**src/rtl/dtmr_pkg.sv**
```systemverilog
package dtmr_pkg;
    localparam int NCOPY = 3;

    typedef enum logic [1:0] {
        ROLE_STBY = 2'b00,
        ROLE_ACT  = 2'b01,
        ROLE_RPR  = 2'b10
    } role_t;

    typedef enum logic {
        ST_DUPLEX = 1'b0,
        ST_VOTE   = 1'b1
    } mode_t;

    typedef enum logic [1:0] {
        V_PAIR_OK = 2'd0,
        V_A_BAD   = 2'd1,
        V_B_BAD   = 2'd2,
        V_NO_MAJ  = 2'd3
    } verdict_t;

    typedef struct packed {
        logic [1:0] a;     // lower-index in-service copy
        logic [1:0] b;     // higher-index in-service copy
        logic [1:0] s;     // spare copy
        logic       s_ok;  // a spare exists
    } sel_t;

    function automatic sel_t pick(input role_t r0, input role_t r1, input role_t r2);
        sel_t v;
        v = '0;
        if (r0 == ROLE_ACT) begin
            v.a = 2'd0;
            v.b = (r1 == ROLE_ACT) ? 2'd1 : 2'd2;
        end else begin
            v.a = 2'd1;
            v.b = 2'd2;
        end
        if (r0 == ROLE_STBY) begin
            v.s = 2'd0; v.s_ok = 1'b1;
        end else if (r1 == ROLE_STBY) begin
            v.s = 2'd1; v.s_ok = 1'b1;
        end else if (r2 == ROLE_STBY) begin
            v.s = 2'd2; v.s_ok = 1'b1;
        end
        return v;
    endfunction
endpackage

```
**src/rtl/dtmr_delay.sv**
```systemverilog
module dtmr_delay #(
    parameter int DEPTH = 2
) (
    input  logic clk,
    input  logic rst,
    input  logic d,
    output logic q
);
    logic [DEPTH-1:0] sr;

    generate
        if (DEPTH == 1) begin : g_one
            always_ff @(posedge clk) begin
                if (rst) sr <= '0;
                else     sr <= d;
            end
        end else begin : g_many
            always_ff @(posedge clk) begin
                if (rst) sr <= '0;
                else     sr <= {sr[DEPTH-2:0], d};
            end
        end
    endgenerate

    assign q = sr[DEPTH-1];
endmodule

```
**src/rtl/dtmr_vote.sv**
```systemverilog
module dtmr_vote
    import dtmr_pkg::*;
#(
    parameter int DW = 8
) (
    input  logic [DW-1:0] va,
    input  logic [DW-1:0] vb,
    input  logic [DW-1:0] vs,
    output verdict_t      verdict
);
    always_comb begin
        if (va == vb)      verdict = V_PAIR_OK;
        else if (vs == va) verdict = V_B_BAD;
        else if (vs == vb) verdict = V_A_BAD;
        else               verdict = V_NO_MAJ;
    end

    always_comb begin
        if (verdict == V_A_BAD) assert_blame_a_R4: assert (vs == vb && va != vb);
        if (verdict == V_B_BAD) assert_blame_b_R4: assert (vs == va && va != vb);
    end
endmodule

```
**src/rtl/dtmr_checksum.sv**
```systemverilog
module dtmr_checksum #(
    parameter int DW = 8
) (
    input  logic          clk,
    input  logic          rst,
    input  logic          d_valid,
    input  logic [DW-1:0] d,
    input  logic          strobe,
    input  logic [DW-1:0] ref_sum,
    output logic          fault
);
    logic [DW-1:0] acc;

    always_ff @(posedge clk) begin
        if (rst) begin
            acc   <= '0;
            fault <= 1'b0;
        end else if (strobe) begin
            acc <= '0;
            if (acc != ref_sum) fault <= 1'b1;
        end else if (d_valid) begin
            acc <= {acc[DW-2:0], acc[DW-1]} ^ d;
        end
    end

    assert_fault_sticky_R9: assert property (@(posedge clk) disable iff (rst)
        fault |=> fault);
endmodule

```
**src/rtl/dtmr_arbiter.sv**
```systemverilog
module dtmr_arbiter
    import dtmr_pkg::*;
#(
    parameter int DW       = 8,
    parameter int PROP_DLY = 2
) (
    input  logic                clk,
    input  logic                rst,
    input  logic                in_valid,
    input  logic [NCOPY*DW-1:0] copy_out,
    output logic                out_valid,
    output logic [DW-1:0]       out_data,
    output logic [NCOPY-1:0]    wake_o,
    output logic [2*NCOPY-1:0]  role_o,
    output logic                repair_req_o,
    output logic [1:0]          repair_id_o,
    input  logic                repair_ack_i,
    output logic                self_fault_o,
    output logic                fatal_o,
    input  logic                chk_strobe_i,
    input  logic [DW-1:0]       chk_ref_i,
    output logic                ctrl_fault_o
);
    role_t         role_q [NCOPY];
    mode_t         mode_q;
    logic          rep_pend_q;
    logic [1:0]    rep_id_q;
    logic          self_q, fatal_q, out_v_q;
    logic [DW-1:0] out_d_q;
    logic [DW-1:0] cv [NCOPY];
    logic          smp;
    sel_t          sel;
    logic [DW-1:0] va, vb, vs;
    verdict_t      verdict;

    genvar gi;
    generate
        for (gi = 0; gi < NCOPY; gi++) begin : g_copy
            assign cv[gi]       = copy_out[gi*DW +: DW];
            assign role_o[2*gi +: 2] = role_q[gi];
            assign wake_o[gi]   = (role_q[gi] == ROLE_ACT) ||
                                  (mode_q == ST_VOTE && role_q[gi] == ROLE_STBY);
        end
    endgenerate

    dtmr_delay #(.DEPTH(PROP_DLY)) u_dly (
        .clk(clk), .rst(rst), .d(in_valid), .q(smp)
    );

    assign sel = pick(role_q[0], role_q[1], role_q[2]);
    assign va  = cv[sel.a];
    assign vb  = cv[sel.b];
    assign vs  = cv[sel.s];

    dtmr_vote #(.DW(DW)) u_vote (
        .va(va), .vb(vb), .vs(vs), .verdict(verdict)
    );

    always_ff @(posedge clk) begin
        if (rst) begin
            role_q[0]  <= ROLE_ACT;
            role_q[1]  <= ROLE_ACT;
            role_q[2]  <= ROLE_STBY;
            mode_q     <= ST_DUPLEX;
            rep_pend_q <= 1'b0;
            rep_id_q   <= 2'd0;
            self_q     <= 1'b0;
            fatal_q    <= 1'b0;
            out_v_q    <= 1'b0;
            out_d_q    <= '0;
        end else begin
            out_v_q <= 1'b0;
            if (repair_ack_i && rep_pend_q) begin
                role_q[rep_id_q] <= ROLE_STBY;
                rep_pend_q       <= 1'b0;
            end
            if (smp) begin
                if (mode_q == ST_DUPLEX) begin
                    if (va == vb) begin
                        out_v_q <= 1'b1;
                        out_d_q <= va;
                    end else if (sel.s_ok) begin
                        mode_q <= ST_VOTE;
                    end else begin
                        fatal_q <= 1'b1;
                    end
                end else begin
                    mode_q <= ST_DUPLEX;
                    case (verdict)
                        V_PAIR_OK: begin
                            self_q  <= 1'b1;
                            out_v_q <= 1'b1;
                            out_d_q <= va;
                        end
                        V_A_BAD: begin
                            role_q[sel.a] <= ROLE_RPR;
                            role_q[sel.s] <= ROLE_ACT;
                            rep_pend_q    <= 1'b1;
                            rep_id_q      <= sel.a;
                            out_v_q       <= 1'b1;
                            out_d_q       <= vb;
                        end
                        V_B_BAD: begin
                            role_q[sel.b] <= ROLE_RPR;
                            role_q[sel.s] <= ROLE_ACT;
                            rep_pend_q    <= 1'b1;
                            rep_id_q      <= sel.b;
                            out_v_q       <= 1'b1;
                            out_d_q       <= va;
                        end
                        default: fatal_q <= 1'b1;
                    endcase
                end
            end
        end
    end

    assign out_valid    = out_v_q;
    assign out_data     = out_d_q;
    assign repair_req_o = rep_pend_q;
    assign repair_id_o  = rep_id_q;
    assign self_fault_o = self_q;
    assign fatal_o      = fatal_q;

    dtmr_checksum #(.DW(DW)) u_sum (
        .clk(clk), .rst(rst), .d_valid(out_v_q), .d(out_d_q),
        .strobe(chk_strobe_i), .ref_sum(chk_ref_i), .fault(ctrl_fault_o)
    );

    assert_mismatch_dropped_R3: assert property (@(posedge clk) disable iff (rst)
        (smp && mode_q == ST_DUPLEX && va != vb) |=> !out_valid);
    assert_req_held_R5: assert property (@(posedge clk) disable iff (rst)
        (repair_req_o && !repair_ack_i) |=> (repair_req_o && $stable(repair_id_o)));
    assert_ack_clears_R6: assert property (@(posedge clk) disable iff (rst)
        (repair_req_o && repair_ack_i) |=> !repair_req_o);
    assert_self_sticky_R7: assert property (@(posedge clk) disable iff (rst)
        self_fault_o |=> self_fault_o);
    assert_fatal_sticky_R8: assert property (@(posedge clk) disable iff (rst)
        fatal_o |=> fatal_o);
    assert_two_active_R10: assert property (@(posedge clk) disable iff (rst)
        $countones({role_q[0] == ROLE_ACT, role_q[1] == ROLE_ACT,
                    role_q[2] == ROLE_ACT}) == 2);
    assert_wake_R10: assert property (@(posedge clk) disable iff (rst)
        $countones(wake_o) == ((mode_q == ST_VOTE) ? 3 : 2));
endmodule

```
**config.mk**
```make
export PLATFORM = sky130hd
export DESIGN_NAME = dtmr_arbiter
export DESIGN_NICKNAME = d
export VERILOG_FILES = /design/src/rtl/dtmr_pkg.sv /design/src/rtl/dtmr_delay.sv /design/src/rtl/dtmr_vote.sv /design/src/rtl/dtmr_checksum.sv /design/src/rtl/dtmr_arbiter.sv
export SDC_FILE = /design/constraint.sdc
export NUM_CORES = 1
export LEC_CHECK = 0
export ABC_AREA = 1
export CAP_MARGIN = 20
export CORE_MARGIN = 2
export CORE_UTILIZATION = 40
export DETAILED_ROUTE_END_ITERATION = 8
export PLACE_DENSITY_LB_ADDON = 0.05
export SYNTH_ARGS = -nofsm -noshare
export SYNTH_HDL_FRONTEND = slang
export SYNTH_SLANG_ARGS = --single-unit
```
**constraint.sdc**
```tcl
create_clock -name clk -period 2.08 [get_ports clk]
set_input_delay 0.312 -clock clk [delete_from_list [all_inputs] [get_ports clk]]
set_output_delay 0.312 -clock clk [all_outputs]
set_load 0.005 [all_outputs]
```
==> impl_table.tex <==
\begin{tabular}{lr}
\hline
Metric & Value \\
\hline
\multicolumn{2}{l}{\textbf{Synthesis}} \\
Dominant cell type by area after synthesis & nand2\_1 \\
Main area contributors after synthesis & nand2\_1 22\%, dfxtp\_1 21\%, nand3\_1 15\%, inv\_1 8.9\%, nor2\_1 6.6\% \\
Flops \& latches, synth & 32 \\
Area share of the leading cell type in the synthesized netlist & 0.218 \\
Count of cell types in the netlist & 39 \\
Total of warnings raised by yosys & 0 \\
Gate Count Post-Synth & 530 \\
Average size of a mapped cell & around 5.7 sq um \\
Post-Synthesis Cell Area & between 2000 and 3000 sq um \\
Sequential fraction of the synthesis area & 0.214 \\
Post-synthesis net count & 567 \\
\multicolumn{2}{l}{\textbf{CTS}} \\
Number of hold-repair buffers added at the cts stage & 0 \\
CTS Buffer Depth & 2 \\
TritonCTS clock tree & yes \\
Number of clock sinks seen by CTS & 32 \\
Clock latency on the worst-skew pair & between 0.2 and 0.3 ns \\
H-tree depth & 2 \\
CTS root buffer & clkbuf\_8 \\
Number of clock buffers inserted by TritonCTS & 5 \\
CTS clk-pin slew, worst paths & roughly 0.060 ns \\
\multicolumn{2}{l}{\textbf{STA}} \\
Headroom to the max-slew limit & 0.706 \\
RSZ-0062 raised after global routing & true \\
Number of pins with negative max-slew slack in the final report & 0 \\
Period Utilization, post-route & 1.08 \\
Highest Clock Rate & $\sim$440 MHz \\
Count of final hold-check violations & 0 \\
Setup ws final & -0.174 ns \\
Actual slew at the worst max-slew pin & around 0.44 ns \\
Worst Clk Skew & around 0.0021 ns \\
Final setup fails & 18 \\
Final critical-path required period & approximately 2.3 ns \\
\multicolumn{2}{l}{\textbf{Setup path}} \\
Category of the critical setup timing path & reg2reg \\
RR Startpoint & role\_q[0][0]\$\_SDFFE\_PP1P\_ \\
FF-to-FF setup slack & -0.17 ns \\
Worst-path fanout max & 5 \\
Crit path required time & between 2 and 2.5 ns \\
Worst Reg2Reg Path Length in Cells & 16 \\
Critical Path AT & approximately 2.4 ns \\
Startpoint types & register \\
Endpoint type of the worst setup path & register \\
Worst reg2reg endpoint & out\_data[0]\$\_SDFFE\_PP0P\_ \\
\multicolumn{2}{l}{\textbf{Min path}} \\
Number of cells on the worst hold path & 2 \\
Worst min-delay path endpoint & u\_dly.sr[1]\$\_SDFF\_PP0\_ \\
HP Class & reg2reg \\
Hold wc startpoint & u\_dly.sr[0]\$\_SDFF\_PP0\_ \\
\multicolumn{2}{l}{\textbf{Global routing}} \\
Total global routing overflow & 0 \\
Antenna violations before repair & 0 \\
Via count of the first global-routing pass & $\sim$3600 \\
Maximum number of pins on one net before global-route repair & 16 \\
First-pass GRT wire length & $\sim$17 mm \\
Total global routing track utilization & 0.249 \\
\multicolumn{2}{l}{\textbf{Floorplanning}} \\
Cell row count & 31 \\
Die extent in y & about 91 um \\
Core ar. & 7250 sq um \\
Die width & 90.6 um \\
Overall die area & just over 8000 sq um \\
Top-Level Pins & 61 \\
Initial core utilization & 0.413 \\
\multicolumn{2}{l}{\textbf{Pwr}} \\
Clock share of power & 0.320 \\
Power Total & 1.57 mW \\
Worst VDD drop & $\sim$0.00022 V \\
LEAKAGE & $\sim$2.5 nW \\
Switching fraction of total power & 0.281 \\
Power Internal & 1.13 mW \\
Sequential Power Share & 0.399 \\
Total net switching power & about 0.44 mW \\
PwrDens & roughly 310 nW/um\^{}2 \\
Combinational group share of total power & 0.281 \\
\multicolumn{2}{l}{\textbf{Drt}} \\
\# DRC & 0 \\
Via count normalized by instance count & roughly 5.1 \\
DR pass1 iterations & 4 \\
Routed WL & $\sim$11 mm \\
Antenna Violating Nets Remaining & 0 \\
Detailed router's first-iteration violation count & 146 \\
Via count & between 3000 and 4000 \\
Avg WL per Cell & 13.8 um \\
\multicolumn{2}{l}{\textbf{Outcome}} \\
Result of the run & complete, but fails checks \\
Failing checks & setup timing \\
\multicolumn{2}{l}{\textbf{Placed design}} \\
Worst slack, placed & -0.309 ns \\
Number of port buffers & 60 \\
DP Wirelength & around 7.0 mm \\
Routability cong. & around 0.95 \\
\multicolumn{2}{l}{\textbf{Layout}} \\
Count of fill cells added during filler insertion & 631 \\
Final core occ & 0.687 \\
Synth-to-layout area growth & 66.3\% \\
Number of diodes & 0 \\
NumNets Final & $\sim$700 \\
Layout cell share with drive strength beyond 1 & 0.321 \\
\multicolumn{2}{l}{\textbf{Job}} \\
Number of maximum-capacitance constraint violations & 0 \\
\hline
\end{tabular}
## synth_stat cells, drive strengths merged
library cell,number
clkbuf,5
o21a,1
o211a,1
nand2,184
buf,13
nand3,94
nand3b,2
xor2,8
or2,7
o31ai,1
nand4,3
dfxtp,32
clkinv,1
o21ai,21
nor2,59
a21oi,11
inv,76
o41ai,1
xnor2,4
o22ai,1
o21bai,2
nor3,3
## per-stage QoR
stage               hold slack [ns]  cells  instance area [sq um]  TNS (ns)
floorplan                     0.388    530                   3000         0
global placement              0.403    726                   4010     -3.34
detailed placement            0.398    726                   4010     -4.14
CTS                           0.412    760                   4690    -0.914
global route                  0.427    765                   4990     -4.82
finish                        0.409    765                   4990     -1.93
## area by class of cell
class | count | area, sq um | share of cell area
Timing Repair Buffer | 143 | 1420 | 0.286
Tap cell | 99 | 124 | 0.0248
Sequential cell | 32 | 651 | 0.130
Inverter | 77 | 307 | 0.0615
Multi-Input combinational cell | 407 | 2380 | 0.478
Clock buffer | 7 | 96.3 | 0.0193
## cell usage in the layout (no fill, tap or decap), drive strengths merged
cell type	count
xor2	8
nor3	3
dfxtp	32
a21oi	11
o21a	1
o21ai	21
nand3	96
o22ai	1
nand4	3
or2	7
o21bai	2
nand3b	2
nor2	59
o41ai	1
o31ai	1
xnor2	4
o211a	1
inv	77
buf	82
clkbuf	8
nand2	186
clkdlybuf4s50	60
## metal layers
metal / part of all wire / global-route usage
met1: 0.41 / 0.297
met2: 0.49 / 0.445
met3: 0.053 / 0.0275
met4: 0.042 / 0.113
met5: 0 / 0
## power by group through the flow
| stage | sequential (mW) | combinational (mW) | clock (mW) |
|---|---|---|---|
| 2_1_floorplan | 0.639 | 0.195 | 0 |
| 3_3_place_gp | 0.640 | 0.354 | 0 |
| 3_5_place_dp | 0.641 | 0.359 | 0 |
| 4_1_cts | 0.626 | 0.395 | 0.517 |
| 5_1_grt | 0.626 | 0.483 | 0.543 |
| 6_report | 0.626 | 0.441 | 0.502 |
## timing repair
| action | 4_1_cts | 5_1_grt |
|---|---|---|
| pin swaps | 26 | 44 |
| gates resized for setup | 84 | 69 |
| endpoints found under the setup margin | 20 | 20 |
| setup buffers | 20 | 7 |
| gates cloned | 7 | 1 |
## state kept, by name (all words and copies together) (netlist names)
signal	flops
self_fault_o	1
mode_q	1
out_data	8
u_sum.fault	1
out_valid	1
u_sum.acc	8
role_q	6
fatal_o	1
repair_req_o	1
u_dly.sr	2
repair_id_o	2
## worst max-delay path by stage
stage / from / to / slack [ns] / cells after the start
final: role_q[0][0]$_SDFFE_PP1P_ / out_data[0]$_SDFFE_PP0P_ / -0.17 / 16
after global routing: role_q[0][0]$_SDFFE_PP1P_ / out_data[7]$_SDFFE_PP0P_ / -0.34 / 17
after CTS: role_q[0][1]$_SDFFE_PP0P_ / out_data[0]$_SDFFE_PP0P_ / -0.11 / 17
after detailed placement: role_q[0][0]$_SDFFE_PP1P_ / out_data[0]$_SDFFE_PP0P_ / -0.31 / 15
after global placement: role_q[0][1]$_SDFFE_PP0P_ / out_data[4]$_SDFFE_PP0P_ / -0.25 / 15
after floorplan: role_q[0][0]$_SDFFE_PP1P_ / out_data[1]$_SDFFE_PP0P_ / 0.05 / 17
## critical path, stage by stage, from the launching register on
cell,delay (ns)
dfxtp_4,0.38
inv_6,0.04
buf_6,0.12
nand2_8,0.07
nand3_4,0.14
buf_8,0.17
or2_4,0.25
nand3_2,0.06
nand2_2,0.07
inv_2,0.05
nand2_2,0.06
nor2_4,0.12
nand2_4,0.11
nand3_4,0.15
nand3_4,0.15
o21bai_4,0.15
nor2_1,0.05
## kinds of logic (layout without fill, tap and decap cells)
family,after synthesis,after routing,share of synthesized area
and+or+nand+nor,352,356,0.528
buffers and inverters,95,227,0.149
AOI/OAI and AO/OA,39,39,0.0743
DFF,32,32,0.214
xor gates and xnor gates,12,12,0.0351
Power figures use the tool's default switching activity.
